===== config.mk =====
export PLATFORM = sky130hd
export DESIGN_NAME = cx_exec_unit
export DESIGN_NICKNAME = d
export VERILOG_FILES = /design/src/rtl/cx_exec_pkg.sv /design/src/rtl/cx_mod_addsub.sv /design/src/rtl/cx_field_alu.sv /design/src/rtl/cx_flow_ctl.sv /design/src/rtl/cx_exec_unit.sv
export SDC_FILE = /design/constraint.sdc
export NUM_CORES = 1
export LEC_CHECK = 0
export ABC_CLOCK_PERIOD_IN_PS = 13870
export CAP_MARGIN = 20
export CORE_ASPECT_RATIO = 1.75
export CORE_MARGIN = 5
export CORE_UTILIZATION = 33
export DETAILED_ROUTE_END_ITERATION = 6
export MAX_ROUTING_LAYER = met4
export PLACE_DENSITY_LB_ADDON = 0.12
export SYNTH_ARGS = -nofsm -noshare
export SYNTH_HDL_FRONTEND = slang
export SYNTH_HIERARCHICAL = 1
export SYNTH_SLANG_ARGS = --single-unit

===== constraint.sdc =====
create_clock -name clk -period 13.87 [get_ports clk]
set_input_delay 2.774 -clock clk [delete_from_list [all_inputs] [get_ports clk]]
set_output_delay 2.774 -clock clk [all_outputs]
set_load 0.1 [all_outputs]

===== src/rtl/cx_exec_pkg.sv =====
package cx_exec_pkg;

    typedef enum logic [3:0] {
        OP_HALT = 4'd0,
        OP_MOVE = 4'd1,
        OP_ADD  = 4'd2,
        OP_SUB  = 4'd3,
        OP_JUMP = 4'd4,
        OP_JZ   = 4'd5,
        OP_JNZ  = 4'd6,
        OP_DECJ = 4'd7,
        OP_SKEQ = 4'd8,
        OP_SKLT = 4'd9,
        OP_FORK = 4'd10
    } cx_op_e;

    typedef enum logic [1:0] {
        MD_IMM = 2'd0,
        MD_DIR = 2'd1,
        MD_IND = 2'd2,
        MD_DEC = 2'd3
    } cx_mode_e;

    typedef enum logic [1:0] {
        WK_BFIELD = 2'd0,
        WK_ABFLD  = 2'd1,
        WK_FULL   = 2'd2
    } cx_wkind_e;

    typedef struct packed {
        logic kill;
        logic split;
        logic jump;
        logic skip;
    } cx_flow_s;

    // Map opcodes outside the active set onto HALT.
    function automatic logic [3:0] cx_legal_op(input logic [3:0] op, input logic late_rules);
        logic [3:0] r;
        r = op;
        if (op > 4'd10) r = 4'(OP_HALT);
        if (op == 4'(OP_SKLT) && !late_rules) r = 4'(OP_HALT);
        return r;
    endfunction

endpackage


===== src/rtl/cx_mod_addsub.sv =====
module cx_mod_addsub #(
    parameter int AW      = 4,
    parameter int MODULUS = 10
) (
    input  logic [AW-1:0] x,
    input  logic [AW-1:0] y,
    input  logic          do_sub,
    output logic [AW-1:0] r
);
    localparam logic [AW:0] MV = (AW+1)'(MODULUS);

    logic [AW:0] xe, ye, sum_raw, sum_red, dif;

    always_comb begin
        xe      = {1'b0, x};
        ye      = {1'b0, y};
        sum_raw = xe + ye;
        sum_red = (sum_raw >= MV) ? (sum_raw - MV) : sum_raw;
        dif     = (xe >= ye) ? (xe - ye) : (xe + MV - ye);
        r       = do_sub ? dif[AW-1:0] : sum_red[AW-1:0];
    end
endmodule


===== src/rtl/cx_field_alu.sv =====
module cx_field_alu
    import cx_exec_pkg::*;
#(
    parameter int AW      = 4,
    parameter int MODULUS = 10
) (
    input  logic [3:0]    op,
    input  logic [AW-1:0] a_term,
    input  logic [AW-1:0] b_term,
    input  logic [AW-1:0] a_afield,
    input  logic [AW-1:0] b_afield,
    output logic [AW-1:0] b_res,
    output logic [AW-1:0] a_res,
    output logic          dec_zero
);
    logic          is_sub;
    logic [AW-1:0] bsum, bdec;

    assign is_sub = (op == 4'(OP_SUB));

    cx_mod_addsub #(.AW(AW), .MODULUS(MODULUS)) u_bfld (
        .x(b_term), .y(a_term), .do_sub(is_sub), .r(bsum));

    cx_mod_addsub #(.AW(AW), .MODULUS(MODULUS)) u_afld (
        .x(b_afield), .y(a_afield), .do_sub(is_sub), .r(a_res));

    cx_mod_addsub #(.AW(AW), .MODULUS(MODULUS)) u_dec (
        .x(b_term), .y(AW'(1)), .do_sub(1'b1), .r(bdec));

    assign b_res    = (op == 4'(OP_DECJ)) ? bdec : bsum;
    assign dec_zero = (bdec == '0);
endmodule


===== src/rtl/cx_flow_ctl.sv =====
module cx_flow_ctl
    import cx_exec_pkg::*;
#(
    parameter int AW        = 4,
    parameter int IW        = 16,
    parameter int MODULUS   = 10,
    parameter bit LATE_RULE = 1'b0
) (
    input  logic [3:0]    op,
    input  logic [1:0]    a_mode,
    input  logic [1:0]    b_mode,
    input  logic [AW-1:0] cur_pc,
    input  logic [AW-1:0] a_ptr,
    input  logic [AW-1:0] b_ptr,
    input  logic [AW-1:0] a_term,
    input  logic [AW-1:0] b_term,
    input  logic [IW-1:0] a_instr,
    input  logic [IW-1:0] b_instr,
    input  logic          dec_zero,
    output cx_flow_s      flow,
    output logic [AW-1:0] next_pc,
    output logic [AW-1:0] split_addr
);
    logic [AW-1:0] pc_inc, pc_skip;
    logic          any_imm, same;

    cx_mod_addsub #(.AW(AW), .MODULUS(MODULUS)) u_inc (
        .x(cur_pc), .y(AW'(1)), .do_sub(1'b0), .r(pc_inc));

    cx_mod_addsub #(.AW(AW), .MODULUS(MODULUS)) u_skip (
        .x(cur_pc), .y(AW'(2)), .do_sub(1'b0), .r(pc_skip));

    assign any_imm = (a_mode == 2'(MD_IMM)) || (b_mode == 2'(MD_IMM));
    assign same    = any_imm ? (a_term == b_term) : (a_instr == b_instr);

    always_comb begin
        flow = '0;
        case (op)
            4'(OP_HALT): flow.kill  = 1'b1;
            4'(OP_JUMP): flow.jump  = 1'b1;
            4'(OP_JZ):   flow.jump  = (b_term == '0);
            4'(OP_JNZ):  flow.jump  = (b_term != '0);
            4'(OP_DECJ): flow.jump  = dec_zero;
            4'(OP_SKEQ): flow.skip  = same;
            4'(OP_SKLT): flow.skip  = (a_term < b_term);
            4'(OP_FORK): flow.split = 1'b1;
            default: ;
        endcase
    end

    assign next_pc    = flow.jump ? a_ptr : (flow.skip ? pc_skip : pc_inc);
    assign split_addr = flow.split ? (LATE_RULE ? a_ptr : b_ptr) : '0;
endmodule


===== src/rtl/cx_exec_unit.sv =====
module cx_exec_unit
    import cx_exec_pkg::*;
#(
    parameter int CORE_SIZE = 8000,
    parameter bit MODE_1988 = 1'b0,
    localparam int AW = $clog2(CORE_SIZE),
    localparam int IW = 8 + 2 * AW
) (
    input  logic          clk,
    input  logic          rst,
    input  logic          in_valid,
    input  logic [3:0]    opcode,
    input  logic [1:0]    a_mode,
    input  logic [1:0]    b_mode,
    input  logic [AW-1:0] cur_pc,
    input  logic [AW-1:0] a_ptr,
    input  logic [AW-1:0] b_ptr,
    input  logic [AW-1:0] a_term,
    input  logic [AW-1:0] b_term,
    input  logic [IW-1:0] a_instr,
    input  logic [IW-1:0] b_instr,
    output logic          out_valid,
    output logic          wr_en,
    output logic [1:0]    wr_kind,
    output logic [AW-1:0] wr_addr,
    output logic [IW-1:0] wr_data,
    output logic [AW-1:0] next_pc,
    output logic          task_kill,
    output logic          task_split,
    output logic [AW-1:0] split_addr
);
    localparam int          AFLD_LO = AW + 2;
    localparam logic [AW:0] MV      = (AW+1)'(CORE_SIZE);

    logic [3:0]    op;
    logic [AW-1:0] b_res, a_res, c_npc, c_split;
    logic          dec_zero, any_imm, c_wr;
    logic [1:0]    c_kind;
    logic [IW-1:0] c_data;
    cx_flow_s      flow;

    assign op      = cx_legal_op(opcode, MODE_1988);
    assign any_imm = (a_mode == 2'(MD_IMM)) || (b_mode == 2'(MD_IMM));

    cx_field_alu #(.AW(AW), .MODULUS(CORE_SIZE)) u_alu (
        .op(op), .a_term(a_term), .b_term(b_term),
        .a_afield(a_instr[AFLD_LO +: AW]), .b_afield(b_instr[AFLD_LO +: AW]),
        .b_res(b_res), .a_res(a_res), .dec_zero(dec_zero));

    cx_flow_ctl #(.AW(AW), .IW(IW), .MODULUS(CORE_SIZE), .LATE_RULE(MODE_1988)) u_flow (
        .op(op), .a_mode(a_mode), .b_mode(b_mode), .cur_pc(cur_pc),
        .a_ptr(a_ptr), .b_ptr(b_ptr), .a_term(a_term), .b_term(b_term),
        .a_instr(a_instr), .b_instr(b_instr), .dec_zero(dec_zero),
        .flow(flow), .next_pc(c_npc), .split_addr(c_split));

    always_comb begin
        c_wr   = 1'b0;
        c_kind = 2'(WK_BFIELD);
        c_data = '0;
        case (op)
            4'(OP_MOVE): begin
                c_wr = 1'b1;
                if (any_imm) begin
                    c_data[AW-1:0] = a_term;
                end else begin
                    c_kind = 2'(WK_FULL);
                    c_data = a_instr;
                end
            end
            4'(OP_ADD), 4'(OP_SUB): begin
                c_wr           = 1'b1;
                c_data[AW-1:0] = b_res;
                if (MODE_1988 && a_mode != 2'(MD_IMM)) begin
                    c_kind                 = 2'(WK_ABFLD);
                    c_data[AFLD_LO +: AW]  = a_res;
                end
            end
            4'(OP_DECJ): begin
                c_wr           = 1'b1;
                c_data[AW-1:0] = b_res;
            end
            default: ;
        endcase
    end

    always_ff @(posedge clk) begin
        if (rst) begin
            out_valid  <= 1'b0;
            wr_en      <= 1'b0;
            wr_kind    <= '0;
            wr_addr    <= '0;
            wr_data    <= '0;
            next_pc    <= '0;
            task_kill  <= 1'b0;
            task_split <= 1'b0;
            split_addr <= '0;
        end else begin
            out_valid  <= in_valid;
            wr_en      <= in_valid && c_wr;
            wr_kind    <= c_kind;
            wr_addr    <= c_wr ? b_ptr : '0;
            wr_data    <= c_data;
            task_kill  <= in_valid && flow.kill;
            task_split <= in_valid && flow.split;
            split_addr <= c_split;
            if (in_valid) next_pc <= c_npc;
        end
    end


    valid_follow_chk: assert property (@(posedge clk) disable iff (rst)
        in_valid |=> out_valid);


    idle_quiet_chk: assert property (@(posedge clk) disable iff (rst)
        !in_valid |=> (!out_valid && !wr_en && !task_kill && !task_split));


    jump_target_chk: assert property (@(posedge clk) disable iff (rst)
        (in_valid && opcode == 4'(OP_JUMP)) |=> (next_pc == $past(a_ptr)));


    fork_target_chk: assert property (@(posedge clk) disable iff (rst)
        (in_valid && opcode == 4'(OP_FORK)) |=>
            (task_split && split_addr == (MODE_1988 ? $past(a_ptr) : $past(b_ptr))));


    kill_alone_chk: assert property (@(posedge clk) disable iff (rst)
        task_kill |-> (!wr_en && !task_split));


    pc_range_chk: assert property (@(posedge clk) disable iff (rst)
        out_valid |-> ({1'b0, next_pc} < MV));


    wr_range_chk: assert property (@(posedge clk) disable iff (rst)
        (wr_en && wr_kind != 2'(WK_FULL)) |-> ({1'b0, wr_data[AW-1:0]} < MV));
endmodule


### Word level (Yosys, flattened, before mapping)

Cells that the tools add are included.
W data, S select, Z words.

| storage, ports and cells | value |
|---|---|
| input bits | 144 |
| register bits | 79 |
| word-level logic and storage cells | 80 |

| cells by class | value |
|---|---|
| reductions and logical operators | 16 |
| eq/ne operators | 13 |
| muxes and demuxes | 20 |
| $add $sub $neg | 11 |
| bitwise gates (word level) | 3 |
| magnitude comparators | 7 |

Operators by type and width:

| cell | number |
|---|---|
| $mux W13 | 10 |
| $ge A14 B13 Y1 const B | 3 |
| $sub A13 B13 Y13 const B | 3 |
| $eq A34 B34 Y1 | 1 |
| $logic_not A13 Y1 | 2 |
| $pmux W13 S2 | 1 |
| $sub A13 B1 Y13 const B | 2 |
| $sub A13 B13 Y13 | 2 |
| $eq A4 B3 Y1 const B | 4 |
| $eq A4 B4 Y1 const B | 4 |
| $add A13 B1 Y14 const B | 1 |
| $add A13 B13 Y14 | 1 |
| $add A13 B2 Y14 const B | 1 |
| $add A13 B13 Y13 const B | 1 |
| $eq A13 B13 Y1 | 1 |
| $ge A13 B1 Y1 const B | 1 |
| $ge A13 B13 Y1 | 1 |
| $lt A13 B13 Y1 | 1 |
| $reduce_bool A13 Y1 | 1 |
| $eq A4 B2 Y1 const B | 2 |
| $mux W4 | 2 |
| $reduce_or A2 Y1 | 3 |
| $reduce_or A3 Y1 | 2 |
| $eq A4 B1 Y1 const B | 1 |
| other kinds (11) | 19 |

### Longest topological paths before layout

| logic depth | value |
|---|---|
| depth after elaboration | 8 |
| mapped depth | 26 |

### Modules after synthesis

The synthesis kept the hierarchy.

Modules (own cells, without submodules):

| module | times used | area each (µm²) | cells each |
|---|---|---|---|
| cx_mod_addsub at u_alu.u_bfld ... | 2 | 2,783.9 | 381 |
| cx_mod_addsub at u_alu.u_afld | 1 | 2,844.0 | 389 |
| cx_mod_addsub at u_flow.u_inc | 1 | 2,688.8 | 374 |
| cx_mod_addsub at u_flow.u_skip | 1 | 2,557.5 | 362 |
| cx_exec_unit | 1 | 2,493.6 | 210 |
| cx_flow_ctl | 1 | 1,803.0 | 250 |
| cx_field_alu | 1 | 265.3 | 24 |

### Worst setup path before layout

OpenSTA, ideal clock, no wires.

| timing | value |
|---|---|
| path type | input port to flip-flop |
| start | in b_term[1] |
| end | reg next_pc[6] |
| arrival | 6,616 ps |
| library setup time | 67 ps |
| required time | 13,803 ps |
| stages | 20 |
| path slack | 7,187 ps |
| path buffers | 3 |
| cell sequence | ha_1 fa_1 or4b_1 a32oi_1 and3b_1 buf_2 buf_4 nand2_1 o22a_1 o21ai_1 nor4_1 and4_1 nand3_1 o211ai_2 and2_4 buf_4 or4b_2 nand4_1 mux2i_1 nor2_1 |

| on the way | value |
|---|---|
| longest elaborated chain between the ends | 6 |
| elaborated cells between the ends (all ways) | 15 |
| those cells by class | add/sub (3); order compare (2); eq/ne (1); mux (6); reduce/logical (3) |

Ends and longest elaborated chain:

| item | RTL line | text |
|---|---|---|
| start, declared | cx_exec_unit.sv:19 | `input logic [AW-1:0] b_term,` |
| $add A13 B13 Y13 | cx_mod_addsub.sv:19 | `dif = (xe >= ye) ? (xe - ye) : (xe + MV - ye);` |
| $sub A13 B1 Y13 | cx_mod_addsub.sv:19 |  |
| $mux W13 * | cx_mod_addsub.sv:19 |  |
| via u_alu.bdec[4] | cx_field_alu.sv:17 | `logic [AW-1:0] bsum, bdec;` |
| $logic_not A13 Y1 * | cx_field_alu.sv:31 | `assign dec_zero = (bdec == '0);` |
| via dec_zero | cx_exec_unit.sv:37 | `logic dec_zero, any_imm, c_wr;` |
| $pmux W1 S4 * | cx_flow_ctl.sv:38 | `case (op)` |
| $mux W13 * | cx_flow_ctl.sv:51 | `assign next_pc = flow.jump ? a_ptr : (flow.skip ? pc_skip : pc_inc);` |
| via c_npc[6] | cx_exec_unit.sv:36 | `logic [AW-1:0] b_res, a_res, c_npc, c_split;` |
| end signal, assigned | cx_exec_unit.sv:106 | `if (in_valid) next_pc <= c_npc;` |
| end, declared | cx_exec_unit.sv:27 | `output logic [AW-1:0] next_pc,` |

The timed path passes the listed nets; every way through them passes the cells marked *.
A chain may end at the register's enable or synchronous reset.

### Worst setup path in the final report

| timing | value |
|---|---|
| start | in b_term[1] |
| end | reg next_pc[12] |

The elaborated chain is that of the path after synthesis.

==> results.yml <==
global_routing:
  grt.total_usage_pct: 25.4
  grt_max_degree: 30
  grt_pass1_vias: 15700
  antenna_found_initial: 3
  grt_pass1_wl_um: 96800
  overflow: 0
cts:
  ctsHtreeMaxLevel: 3
  clk_latency_ns: 0.36
  ctsHoldBuffers: 0
  cts_root_buffer: "clkbuf_16"
  cts_buffers: 9
  path_clk_slew_ns: 0.07
  post_cts_resized: 0
  cts_max_path_buffers: 2
  cts_tree: "done"
  cts_sinks: 78
  cts_setup_buffers: 0
job:
  drv_cap: 0
timing:
  worst_slew_pin_slew_ns: 1.13
  max_freq_mhz: 125
  finalSetupViolations: 0
  hold_violations: 0
  post-route-min-period_ns: 8.01
  timing.hold.ws_ns: 0.503
  fin_setup_tns_ns: 0
  fin_skew_ns: 0
  finalWorstSetupSlack_ns: 5.86
  rsz0062_at_grt: "no"
  period_share_pct: 57.7
  slew_headroom_pct: 24.6
  slew_violations: 0
logic_synthesis:
  yosys_warnings: 6
  postSynthCellCount: 1980
  syn_area_per_cell_um2: 7.76
  syn_area_um2: 15400
floorplanning:
  ioPinCount: 223
  die_y_um: 295
  core-area_um2: 46100
  fp-row-count: 104
  start_util_pct: 33.3
  die-area_um2: 51100
  die_x_um: 173
route:
  vias_per_cell: 5.55
  first_pass_iters: 5
  vias: 15800
  drcViolationCount: 0
  wl_um: 66300
  wl_per_cell_um: 23.3
  first_iter_violations: 836
  ant_nets: 0
worst_setup_path:
  end_kind: "register"
  cp.arrival_ns: 8.30
  worstPathRequired_ns: 14.17
  cp-start-kind: "primary input"
  critical_path_class: "primary input to register"
  path_max_fanout: 26
hold_path:
  hp-class: "register to register"
cells_and_area:
  layout_commonest_cell: "clkdlybuf4s50_1"
  drive_above_1_share_pct: 6.99
  fin_util_pct: 40.5
  area_delta_synth_final_pct: 21.5
  nNetsFinal: 2619
  final_cell_mix: "221 x clkdlybuf4s50_1, 214 x inv_1, 185 x ha_1, 139 x nor2_1, 117 x conb_1"
  fillers: 4861
status:
  status: "complete, no violations"
place:
  io_buffers: 221
  gp_congestion: 0.977
  dpl.hpwl_um: 55900
  pre_cts_ws_ns: 5.52
pwr:
  peakVddDrop_uv: 55.1
  power_density_nw_per_um2: 76.1
  p_leak_nw: 7.90
==> critical path, cell delays in order <==
cell and delay [ns]:
clkdlybuf4s50_1 0.67, ha_1 0.37, fa_1 0.41, or4b_1 0.62, a32oi_1 0.29, and3b_1 0.58
nand2_1 0.20, o21ai_0 0.33, nor4_1 0.09, and4_1 0.23, nand3_1 0.10, o211ai_2 0.29
and2_4 0.38, or4b_2 0.63, nand4_1 0.11, mux2i_1 0.07, nor2_1 0.13
==> final timing paths <==
kind	startpoint	endpoint	slack (ns)	cells after the start
setup / recovery	b_term[1]	next_pc[12]	5.86	17
hold / removal	next_pc[7]	next_pc[7]	0.50	2
setup reg to reg	next_pc[2]	next_pc[2]	13.20	2
hold reg to reg	next_pc[7]	next_pc[7]	0.50	2
==> layer usage <==
layer	track usage (%)	wire (µm)
met3	2.83	2340
met4	18.2	5780
met2	48.5	35800
met1	23.2	22500
met5	-	0
==> flip-flops by register name (all words and copies together), names as in the netlist <==
name        cells
wr_kind         1
out_valid       1
wr_data        34
split_addr     13
next_pc        13
wr_en           1
wr_addr        13
task_split      1
task_kill       1
==> final cells by class <==
cell class / instances / area (µm²) / area share, %
Antenna cell: 4 / 10.0 / 0.0536
Tap cell: 583 / 729 / 3.91
Sequential cell: 78 / 1560 / 8.36
Inverter: 220 / 828 / 4.44
Clock inverter: 7 / 62.6 / 0.335
Timing Repair Buffer: 244 / 2390 / 12.8
Clock buffer: 9 / 225 / 1.21
Multi-Input combinational cell: 1701 / 12900 / 68.9
==> report_power, final <==
part	internal [mW]	total (mW)	switching, mW
clock	0.125	0.246	0.120
combinational	0.348	0.936	0.588
sequential	0.234	0.239	0.00531
total	0.707	1.42	0.713
==> through the flow <==
step	total power [mW]	cell area [µm²]	std cells
after global placement	1.15	18300	2823
after floorplan	0.882	15800	2092
after CTS	1.41	18600	2839
after global routing	1.51	18700	2845
final	1.42	18700	2846
after detailed placement	1.16	18300	2823
Note: power is estimated with default switching activity, not from simulation.
